--- config.mk ---
export PLATFORM = sky130hd
export DESIGN_NAME = tind_fetch
export DESIGN_NICKNAME = d
export VERILOG_FILES = /design/src/rtl/tind_pkg.sv /design/src/rtl/tind_addr_gen.sv /design/src/rtl/tind_seq.sv /design/src/rtl/tind_fetch.sv
export SDC_FILE = /design/constraint.sdc
export NUM_CORES = 1
export LEC_CHECK = 0
export ABC_AREA = 1
export CAP_MARGIN = 0
export CORE_AREA = 2 2 142 144
export DETAILED_ROUTE_END_ITERATION = 6
export DIE_AREA = 0 0 144 146
export DONT_BUFFER_PORTS = 1
export GPL_TIMING_DRIVEN = 0
export PLACE_DENSITY = 0.67
export SLEW_MARGIN = 10
export SYNTH_ARGS = -nofsm -noshare
export SYNTH_HDL_FRONTEND = slang
export SYNTH_SLANG_ARGS = --single-unit
export TNS_END_PERCENT = 10
--- constraint.sdc ---
create_clock -name clk -period 1.9 [get_ports clk]
set_input_delay 0.19 -clock clk [delete_from_list [all_inputs] [get_ports clk]]
set_output_delay 0.19 -clock clk [all_outputs]
set_load 0.03 [all_outputs]
--- src/rtl/tind_pkg.sv ---
package tind_pkg;

   typedef enum logic [1:0] {
      ST_OK       = 2'd0,
      ST_ILLEGAL  = 2'd1,
      ST_BUSFAULT = 2'd2
   } tind_status_e;

   typedef enum logic [2:0] {
      PH_IDLE,
      PH_CNT,
      PH_PTR,
      PH_SEL,
      PH_DONE
   } tind_phase_e;

   localparam int WORD_W     = 32;
   localparam int WORD_BYTES = WORD_W / 8;
   localparam int TGT_LSB    = 16;
   localparam int TGT_W      = 8;
   localparam int PER_LSB    = 12;
   localparam int PER_W      = 3;
   localparam int SOF_LSB    = 8;
   localparam int SOF_W      = 4;

endpackage

--- src/rtl/tind_addr_gen.sv ---
module tind_addr_gen #(
   parameter int ADDR_W     = 32,
   parameter int OFS_W      = 24,
   parameter bit OFS_SIGNED = 1'b1
) (
   input  logic [ADDR_W-1:0] base,
   input  logic [OFS_W-1:0]  ofs,
   output logic [ADDR_W-1:0] ea,
   output logic              misaligned
);
   localparam int EXT_W = ADDR_W - OFS_W;

   logic [ADDR_W-1:0] ofs_ext;

   generate
      if (EXT_W == 0) begin : g_noext
         assign ofs_ext = ofs;
      end else if (OFS_SIGNED) begin : g_sext
         assign ofs_ext = {{EXT_W{ofs[OFS_W-1]}}, ofs};
      end else begin : g_zext
         assign ofs_ext = {{EXT_W{1'b0}}, ofs};
      end
   endgenerate

   assign ea         = base + ofs_ext;
   assign misaligned = |ea[1:0];

endmodule

--- src/rtl/tind_seq.sv ---
module tind_seq
   import tind_pkg::*;
#(
   parameter int ADDR_W = 32
) (
   input  logic              clk,
   input  logic              rst_n,
   input  logic              start,
   input  logic              sel_mode,
   input  logic              misaligned,
   input  logic [ADDR_W-1:0] ea,
   input  logic              rd_ack,
   input  logic              rd_err,
   input  logic              cnt_zero,
   output logic              idle,
   output logic              rd_req,
   output logic [ADDR_W-1:0] rd_addr,
   output logic              done,
   output tind_status_e      status,
   output logic              ld_cnt,
   output logic              ld_ptr,
   output logic              ld_sel
);
   tind_phase_e       state_q;
   logic [ADDR_W-1:0] addr_q;
   tind_status_e      status_q;

   always_ff @(posedge clk or negedge rst_n) begin
      if (!rst_n) begin
         state_q  <= PH_IDLE;
         addr_q   <= '0;
         status_q <= ST_OK;
      end else begin
         case (state_q)
            PH_IDLE: begin
               if (start) begin
                  addr_q <= ea;
                  if (misaligned) begin
                     state_q  <= PH_DONE;
                     status_q <= ST_ILLEGAL;
                  end else begin
                     state_q <= sel_mode ? PH_SEL : PH_CNT;
                  end
               end
            end
            PH_CNT: begin
               if (rd_ack) begin
                  if (rd_err) begin
                     state_q  <= PH_DONE;
                     status_q <= ST_BUSFAULT;
                  end else if (cnt_zero) begin
                     state_q  <= PH_DONE;
                     status_q <= ST_ILLEGAL;
                  end else begin
                     state_q <= PH_PTR;
                     addr_q  <= addr_q + ADDR_W'(WORD_BYTES);
                  end
               end
            end
            PH_PTR, PH_SEL: begin
               if (rd_ack) begin
                  state_q  <= PH_DONE;
                  status_q <= rd_err ? ST_BUSFAULT : ST_OK;
               end
            end
            PH_DONE: state_q <= PH_IDLE;
            default: state_q <= PH_IDLE;
         endcase
      end
   end

   always_comb begin
      idle    = (state_q == PH_IDLE);
      rd_req  = (state_q == PH_CNT) || (state_q == PH_PTR) || (state_q == PH_SEL);
      rd_addr = addr_q;
      done    = (state_q == PH_DONE);
      status  = status_q;
      ld_cnt  = (state_q == PH_CNT) && rd_ack && !rd_err && !cnt_zero;
      ld_ptr  = (state_q == PH_PTR) && rd_ack && !rd_err;
      ld_sel  = (state_q == PH_SEL) && rd_ack && !rd_err;
   end

endmodule

--- src/rtl/tind_fetch.sv ---
module tind_fetch
   import tind_pkg::*;
#(
   parameter int ADDR_W      = 32,
   parameter int OFS_W       = 24,
   parameter int COUNT_W     = 24,
   parameter bit OFS_SIGNED  = 1'b1,
   parameter bit GATE_PERIOD = 1'b1
) (
   input  logic               clk,
   input  logic               rst_n,
   input  logic               req_valid,
   output logic               req_ready,
   input  logic               req_sel,
   input  logic [OFS_W-1:0]   req_offset,
   input  logic [ADDR_W-1:0]  base_addr,
   output logic               rd_req,
   output logic [ADDR_W-1:0]  rd_addr,
   input  logic               rd_ack,
   input  logic [31:0]        rd_data,
   input  logic               rd_err,
   output logic               done,
   output logic [1:0]         status,
   output logic [COUNT_W-1:0] xfer_count,
   output logic [ADDR_W-1:0]  xfer_addr,
   output logic [7:0]         sel_target,
   output logic [2:0]         sel_period,
   output logic [3:0]         sel_offset,
   output logic               sel_sync
);
   generate
      if (ADDR_W != WORD_W) begin : g_bad_addr_w
         $error("tind_fetch: ADDR_W must equal the descriptor word width");
      end
      if (OFS_W > ADDR_W || OFS_W < 3) begin : g_bad_ofs_w
         $error("tind_fetch: OFS_W must lie between 3 and ADDR_W");
      end
      if (COUNT_W < 1 || COUNT_W > TGT_LSB + TGT_W) begin : g_bad_cnt_w
         $error("tind_fetch: COUNT_W out of range");
      end
   endgenerate

   logic [ADDR_W-1:0]  ea;
   logic               misaligned;
   logic               idle;
   logic               ld_cnt, ld_ptr, ld_sel;
   logic               cnt_zero;
   tind_status_e       status_e;
   logic [COUNT_W-1:0] cnt_stage_q;
   logic [PER_W-1:0]   per_raw;
   logic [SOF_W-1:0]   sof_raw;
   logic               sof_nz;

   tind_addr_gen #(
      .ADDR_W    (ADDR_W),
      .OFS_W     (OFS_W),
      .OFS_SIGNED(OFS_SIGNED)
   ) i_addr_gen (
      .base      (base_addr),
      .ofs       (req_offset),
      .ea        (ea),
      .misaligned(misaligned)
   );

   tind_seq #(
      .ADDR_W(ADDR_W)
   ) i_seq (
      .clk       (clk),
      .rst_n     (rst_n),
      .start     (req_valid),
      .sel_mode  (req_sel),
      .misaligned(misaligned),
      .ea        (ea),
      .rd_ack    (rd_ack),
      .rd_err    (rd_err),
      .cnt_zero  (cnt_zero),
      .idle      (idle),
      .rd_req    (rd_req),
      .rd_addr   (rd_addr),
      .done      (done),
      .status    (status_e),
      .ld_cnt    (ld_cnt),
      .ld_ptr    (ld_ptr),
      .ld_sel    (ld_sel)
   );

   assign req_ready = idle;
   assign status    = status_e;
   assign cnt_zero  = (rd_data[COUNT_W-1:0] == '0);
   assign per_raw   = rd_data[PER_LSB +: PER_W];
   assign sof_raw   = rd_data[SOF_LSB +: SOF_W];
   assign sof_nz    = |sof_raw;

   always_ff @(posedge clk or negedge rst_n) begin
      if (!rst_n) begin
         cnt_stage_q <= '0;
         xfer_count  <= '0;
         xfer_addr   <= '0;
      end else begin
         if (ld_cnt) cnt_stage_q <= rd_data[COUNT_W-1:0];
         if (ld_ptr) begin
            xfer_count <= cnt_stage_q;
            xfer_addr  <= rd_data[ADDR_W-1:0];
         end
      end
   end

   always_ff @(posedge clk or negedge rst_n) begin
      if (!rst_n) begin
         sel_target <= '0;
         sel_offset <= '0;
         sel_sync   <= 1'b0;
      end else if (ld_sel) begin
         sel_target <= rd_data[TGT_LSB +: TGT_W];
         sel_offset <= sof_raw;
         sel_sync   <= sof_nz;
      end
   end

   generate
      if (GATE_PERIOD) begin : g_gated_period
         always_ff @(posedge clk or negedge rst_n) begin
            if (!rst_n)      sel_period <= '0;
            else if (ld_sel) sel_period <= sof_nz ? per_raw : '0;
         end
      end else begin : g_raw_period
         always_ff @(posedge clk or negedge rst_n) begin
            if (!rst_n)      sel_period <= '0;
            else if (ld_sel) sel_period <= per_raw;
         end
      end
   endgenerate

endmodule

# [After elaboration in Yosys (flattened, before gate mapping)]
# Cells that the tools add are included.
[totals] regBits=133 output_inout_bits=109 elab_cells=66
[classes] add_sub_neg=2 n_eq_ne=11 muxes=22 reduce_logical=21
[ops] operator="$mux 32" n=4
[ops] operator="$pmux 32 s2" n=1
[ops] operator="$add 32x3->32 const B" n=1
[ops] operator="$add 32x32->32" n=1
[ops] operator="$logic_not 24->1" n=1
[ops] operator="$mux 3" n=7
[ops] operator="$mux 2" n=8
[ops] operator="$ne 2x2->1 const B" n=5
[ops] operator="$pmux 3 s3" n=1
[ops] operator="$logic_and 1x1->1" n=7
[ops] operator="$eq 3x2->1 const B" n=2
[ops] operator="$pmux 2 s3" n=1
[ops] operator="$reduce_and 6->1" n=1
[ops] operator="$reduce_and 5->1" n=1
[ops] operator="$reduce_or 2->1" n=2
[ops] operator="$reduce_or 4->1" n=1
[ops] operator="$eq 3x1->1 const B" n=1
[ops] operator="$eq 3x3->1 const B" n=1
[ops] operator="$logic_not 3->1" n=1
[ops] operator="$ne 3x2->1 const B" n=1
[ops] operator="$reduce_and 3->1" n=1
[ops] operator="$reduce_bool 3->1" n=1
[ops] operator="$logic_not 1->1" n=2
[ops] operator="$logic_or 1x1->1" n=2
[ops] operator="2 further kinds" n=2

# [Logic depth before layout (Yosys ltp)]
[depth] ltp_word=5 ltp_mapped=13

# [Modules after synthesis]
# From an unflattened synthesis, not the netlist that was laid out.
[unflattened] hier_cells=1275 hier_area_um2=8793.4
[by_module_without_submodules] mod="tind_fetch" n_inst=1 cells_per_inst=337 area_per_inst_um2=3694.8 seq_area_each_um2=2402.3
[by_module_without_submodules] mod="tind_seq" n_inst=1 cells_per_inst=443 area_per_inst_um2=2707.6 seq_area_each_um2=925.9
[by_module_without_submodules] mod="tind_addr_gen" n_inst=1 cells_per_inst=495 area_per_inst_um2=2391.0 seq_area_each_um2=0.0

# [Least setup slack after synthesis]
# OpenSTA, ideal clock, no wires.
[synth_timing] kind="register to register" start="register i_seq.addr_q[2], in the netlist i_seq.rd_addr[2]" end="register i_seq.addr_q[30], in the netlist i_seq.rd_addr[30]" arrival_time_ns=1.729 slack_ns=0.094 stages_incl_launch_ff=10 path_cell_list="dfrtp_1 ha_1 nand2_1 nor2_1 inv_1 nor2_1 nand3_1 a21oi_1 nor2_1 a21oi_1"
[synth_between] elab_chain_cells=5
[synth_lines] element="start, declared" line="tind_seq.sv:25" source="logic [ADDR_W-1:0] addr_q;"
[synth_lines] element="start signal, assigned" line="tind_seq.sv:56" source="addr_q <= addr_q + ADDR_W'(WORD_BYTES);"
[synth_lines] element="$add 32x3->32" line="tind_seq.sv:56"
[synth_lines] element="$mux 32" line="tind_seq.sv:51" source="end else if (cnt_zero) begin"
[synth_lines] element="$mux 32" line="tind_seq.sv:48" source="if (rd_err) begin"
[synth_lines] element="$mux 32" line="tind_seq.sv:47" source="if (rd_ack) begin"
[synth_lines] element="$pmux 32 s2" line="tind_seq.sv:34" source="case (state_q)"
# No other way between the ends. The select of a mux whose other input is x is not followed.
# A chain may end at the register's enable or synchronous reset.

# [Final worst setup path]
[layout_timing] start="register i_seq.state_q[1]" end="output port rd_req"
[layout_between] elab_chain_cells=3
[layout_lines] element="start, declared" line="tind_seq.sv:24" source="tind_phase_e state_q;"
[layout_lines] element="start signal, assigned" line="tind_seq.sv:42" source="state_q <= sel_mode ? PH_SEL : PH_CNT;"
[layout_lines] element="$eq 3x1->1 or $eq 3x2->1 (tied branches)" line="tind_seq.sv:74" source="rd_req = (state_q == PH_CNT) || (state_q == PH_PTR) || (state_q == PH_SEL);"
[layout_lines] element="$logic_or 1x1->1" line="tind_seq.sv:74"
[layout_lines] element="$logic_or 1x1->1 (*)" line="tind_seq.sv:74"
[layout_lines] element="end, declared" line="tind_fetch.sv:17" source="output logic rd_req,"
# Mark *: on every way between the ends. The rest lies on a longest branch, timed or not.

==> flow_metrics.tcl <==
set metrics [dict create \
    run_status "complete, but fails checks" \
    failed_checks "hold timing, setup timing" \
    syn_nets 1357 \
    drc 0 \
    max-clock-path-buffers 2 \
    cts_tree "yes" \
    slew_headroom_pct 53.28 \
    ys.flop_type "dfrtp_1" \
    io_buffers 0 \
    finalHoldViolations 133 \
    seq_area_frac_synth_pct 38.65 \
    die_x_um 144 \
    io_pins 203 \
    power_density_nw_per_um2 1558 \
    synth.avg_cell_area_um2 7.001 \
    async_reset_ff_share_pct 100.0 \
    dp_hpwl_um 19160 \
    num_rows 51 \
    top_usage_layer "met2" \
    end_kind "output port" \
    vias_per_cell 5.123 \
    criticalPathCategory "flip-flop to output port" \
    setup_violations 1 \
    grt_max_degree 134 \
    die_h_um 146 \
    globalplace.congestion 0.9231 \
    power.leakage_nw 5.398 \
    hp-class "primary input to async pin" \
    irDropWorstVdd_mv 0.7626 \
    hold_slack_ns -0.5387 \
    grt_pass1_wl_um 39400 \
    pre_cts_ws_ns -0.3806 \
    p_int_w 0.008008 \
    cts_sinks 133 \
    clock_power_share_pct 20.3 \
    drv_slew 0 \
    cp.arrival_ns 1.75 \
    fin_crit_ns 1.936 \
    wl_um 25120 \
    diodes 0 \
    worst-path-max-fanout 10 \
    drive_gt1_share_pct 12.77 \
    synth_seq_cells 133 \
    pwr-share-seq_pct 45.2 \
    initial_core_util_pct 44.54 \
    grtUsageMet1_pct 30.75 \
    overflow 0 \
    startpoint_type "flip-flop" \
    fin_util_pct 52.35 \
    nets 1414 \
    setup_ws_ns -0.03565 \
    synth_area_um2 8611 \
    cts_root_buffer "clkbuf_16" \
    fin_crit_sh_pct 101.9 \
    worstReg2RegEnd "i_seq.rd_addr[18]" \
    synthTopCellsByArea "dfrtp_1, nand2_1, inv_1" \
    syn_inst 1230 \
    syn2layout_area_growth_pct 17.55 \
    cts_buffers 17 \
    switchingPower_w 0.007760 \
    yosysWarnings 0 \
    synth_cell_type_count 42 \
    ant_nets 0 \
    drt_first_iter_violations 372 \
    synth_top_area_share_pct 38.65 \
    crit_required_ns 1.71 \
    p_sw_share_pct 49.21 \
    met3_usage_pct 5.429 \
    combPwrFrac_pct 34.5 \
    die-area_um2 21020 \
    rr_worst_depth 9 \
    dp.cells 1495 \
    finClkSkew_ns 0.01028 \
    grt_pass1_vias 7670 \
    drt-pass1-iter-count 4 \
    worst_pin_slew_ns 0.7008 \
    grtUsageMet2_pct 39.38 \
    wl_per_cell_um 16.05 \
    synth-edff-count 0 \
    vias 8017 \
    max_freq_mhz 516.6 \
    hold_buffers 29 \
    track_usage_pct 23.73 \
    fillers 1851 \
    rsz0062_at_grt "true" \
    total_power_w 0.01577 \
    rrSetupSlack_ns 0.06 \
    coreArea_um2 19330 \
    maxCapViolCount 0 \
    clk-insertion-delay-late_ns 0.42 \
    h-tree-depth 4 \
    stdcell_count 1565 \
    r2r-start "i_seq.rd_addr[2]" \
    cts.clk_slew.worst_paths_ns 0.07 \
    antenna_found_initial 0 \
    yosysTopAreaCell "dfrtp_1" \
]
## synth_stat cells (10+ instances only)
cell	n
mux2_2	32
a21boi_1	13
buf_2	10
a21oi_1	62
nand4_1	12
nand3_1	67
clkbuf_1	10
o21ai_1	14
o21ai_0	65
nor3_1	18
dfrtp_1	133
nor2_1	109
nand2_1	402
ha_1	32
inv_1	194
## registers in the layout, summed over array words and instances (netlist names)
signal	flops
i_seq.rd_addr	32
sel_period	3
sel_offset	4
xfer_addr	32
cnt_stage_q	24
i_seq.status	2
xfer_count	24
sel_target	8
i_seq.state_q	3
sel_sync	1
## layout by cell type, fill, tap and decap left out, drive strengths merged, types with 2 or more instances in the layout
cell type and count:
buf 24, dfrtp 133, o21bai 2, xnor2 3, inv 203, xor2 6, nand2 404, o31ai 2
nand3b 4, o21ai 80, clkinvlp 3, nand4 12, clkinv 5, ha 32, nand3 67, nor2 112
nor4 2, a21boi 14, nor3 21, a21oi 62, mux2 32, or2 5, o22ai 5, clkbuf 30
dlygate4sd3 29
## worst max-delay path, stage by stage (launching register included)
cell     delay (ns)
dfrtp_1        0.41
nor3_4         0.25
inv_2          0.12
buf_2          0.24
nand2_1        0.31
## stage by stage
stage               instance area, um^2  hold WS, ns  TNS [ns]
detailed placement                 8942      -0.1002    -8.832
finish                            10120      -0.5387  -0.03565
global placement                   8942     -0.09754    -7.456
global route                      10120      -0.5487   -0.8026
floorplan                          8611      -0.1056         0
CTS                                9893      -0.5451   -0.2972
## worst max-delay path by stage
stage,from,end,slack [ns]
2_1_floorplan,i_seq.rd_addr[2],i_seq.rd_addr[30],0.09
3_3_place_gp,i_seq.rd_addr[2],i_seq.rd_addr[30],-0.35
3_5_place_dp,i_seq.rd_addr[2],i_seq.rd_addr[30],-0.38
4_1_cts,i_seq.state_q[2],sel_target[5],-0.04
5_1_grt,i_seq.state_q[2],rd_req,-0.10
6_report,i_seq.state_q[1],rd_req,-0.04
## final cells by class
class / instances / area (um^2) / share of cell area [%]
clock buffers: 18 / 429.2 / 4.240
repair buffers: 38 / 375.4 / 3.708
inverters: 198 / 750.7 / 7.417
flip-flops and latches: 133 / 3361 / 33.20
clock inverters: 14 / 146.4 / 1.446
well taps: 265 / 331.6 / 3.276
plain buffers: 27 / 185.2 / 1.829
multi-input cells: 872 / 4543 / 44.88
## per-layer routing
metal	part of all wire, %	vias up
met1	44	3711
met2	47	260
met5	0	-
met3	7.6	35
met4	2.1	0
li1	-	4011
## kinds of logic after synthesis
| family | after synthesis | synth area share, % |
|---|---|---|
| adders and majority gates | 33 | 4.882 |
| and+or+nand+nor | 630 | 30.14 |
| xor gates and xnor gates | 9 | 0.9155 |
| DFF | 133 | 38.65 |
| muxes | 32 | 4.185 |
| buffers and inverters | 225 | 10.52 |
| AOI/OAI and AO/OA | 168 | 10.71 |
## repair_timing
action                     4_1_cts  5_1_grt
hold endpoints to repair       170      133
pin swaps                        2        6
resized for setup               28       52
setup endpoints to repair       66       75
buffers inserted                 2        6
cloned                           0        1
## power by group through the flow
| stage | clock, W | sequential (W) | combinational [W] |
|---|---|---|---|
| floorplan | 0 | 0.00660 | 0.00381 |
| global placement | 0 | 0.00704 | 0.00476 |
| detailed placement | 0 | 0.00707 | 0.00486 |
| CTS | 0.00324 | 0.00707 | 0.00501 |
| global route | 0.00337 | 0.00726 | 0.00614 |
| finish | 0.00320 | 0.00713 | 0.00544 |
Note: power is estimated with default switching activity, not from simulation.
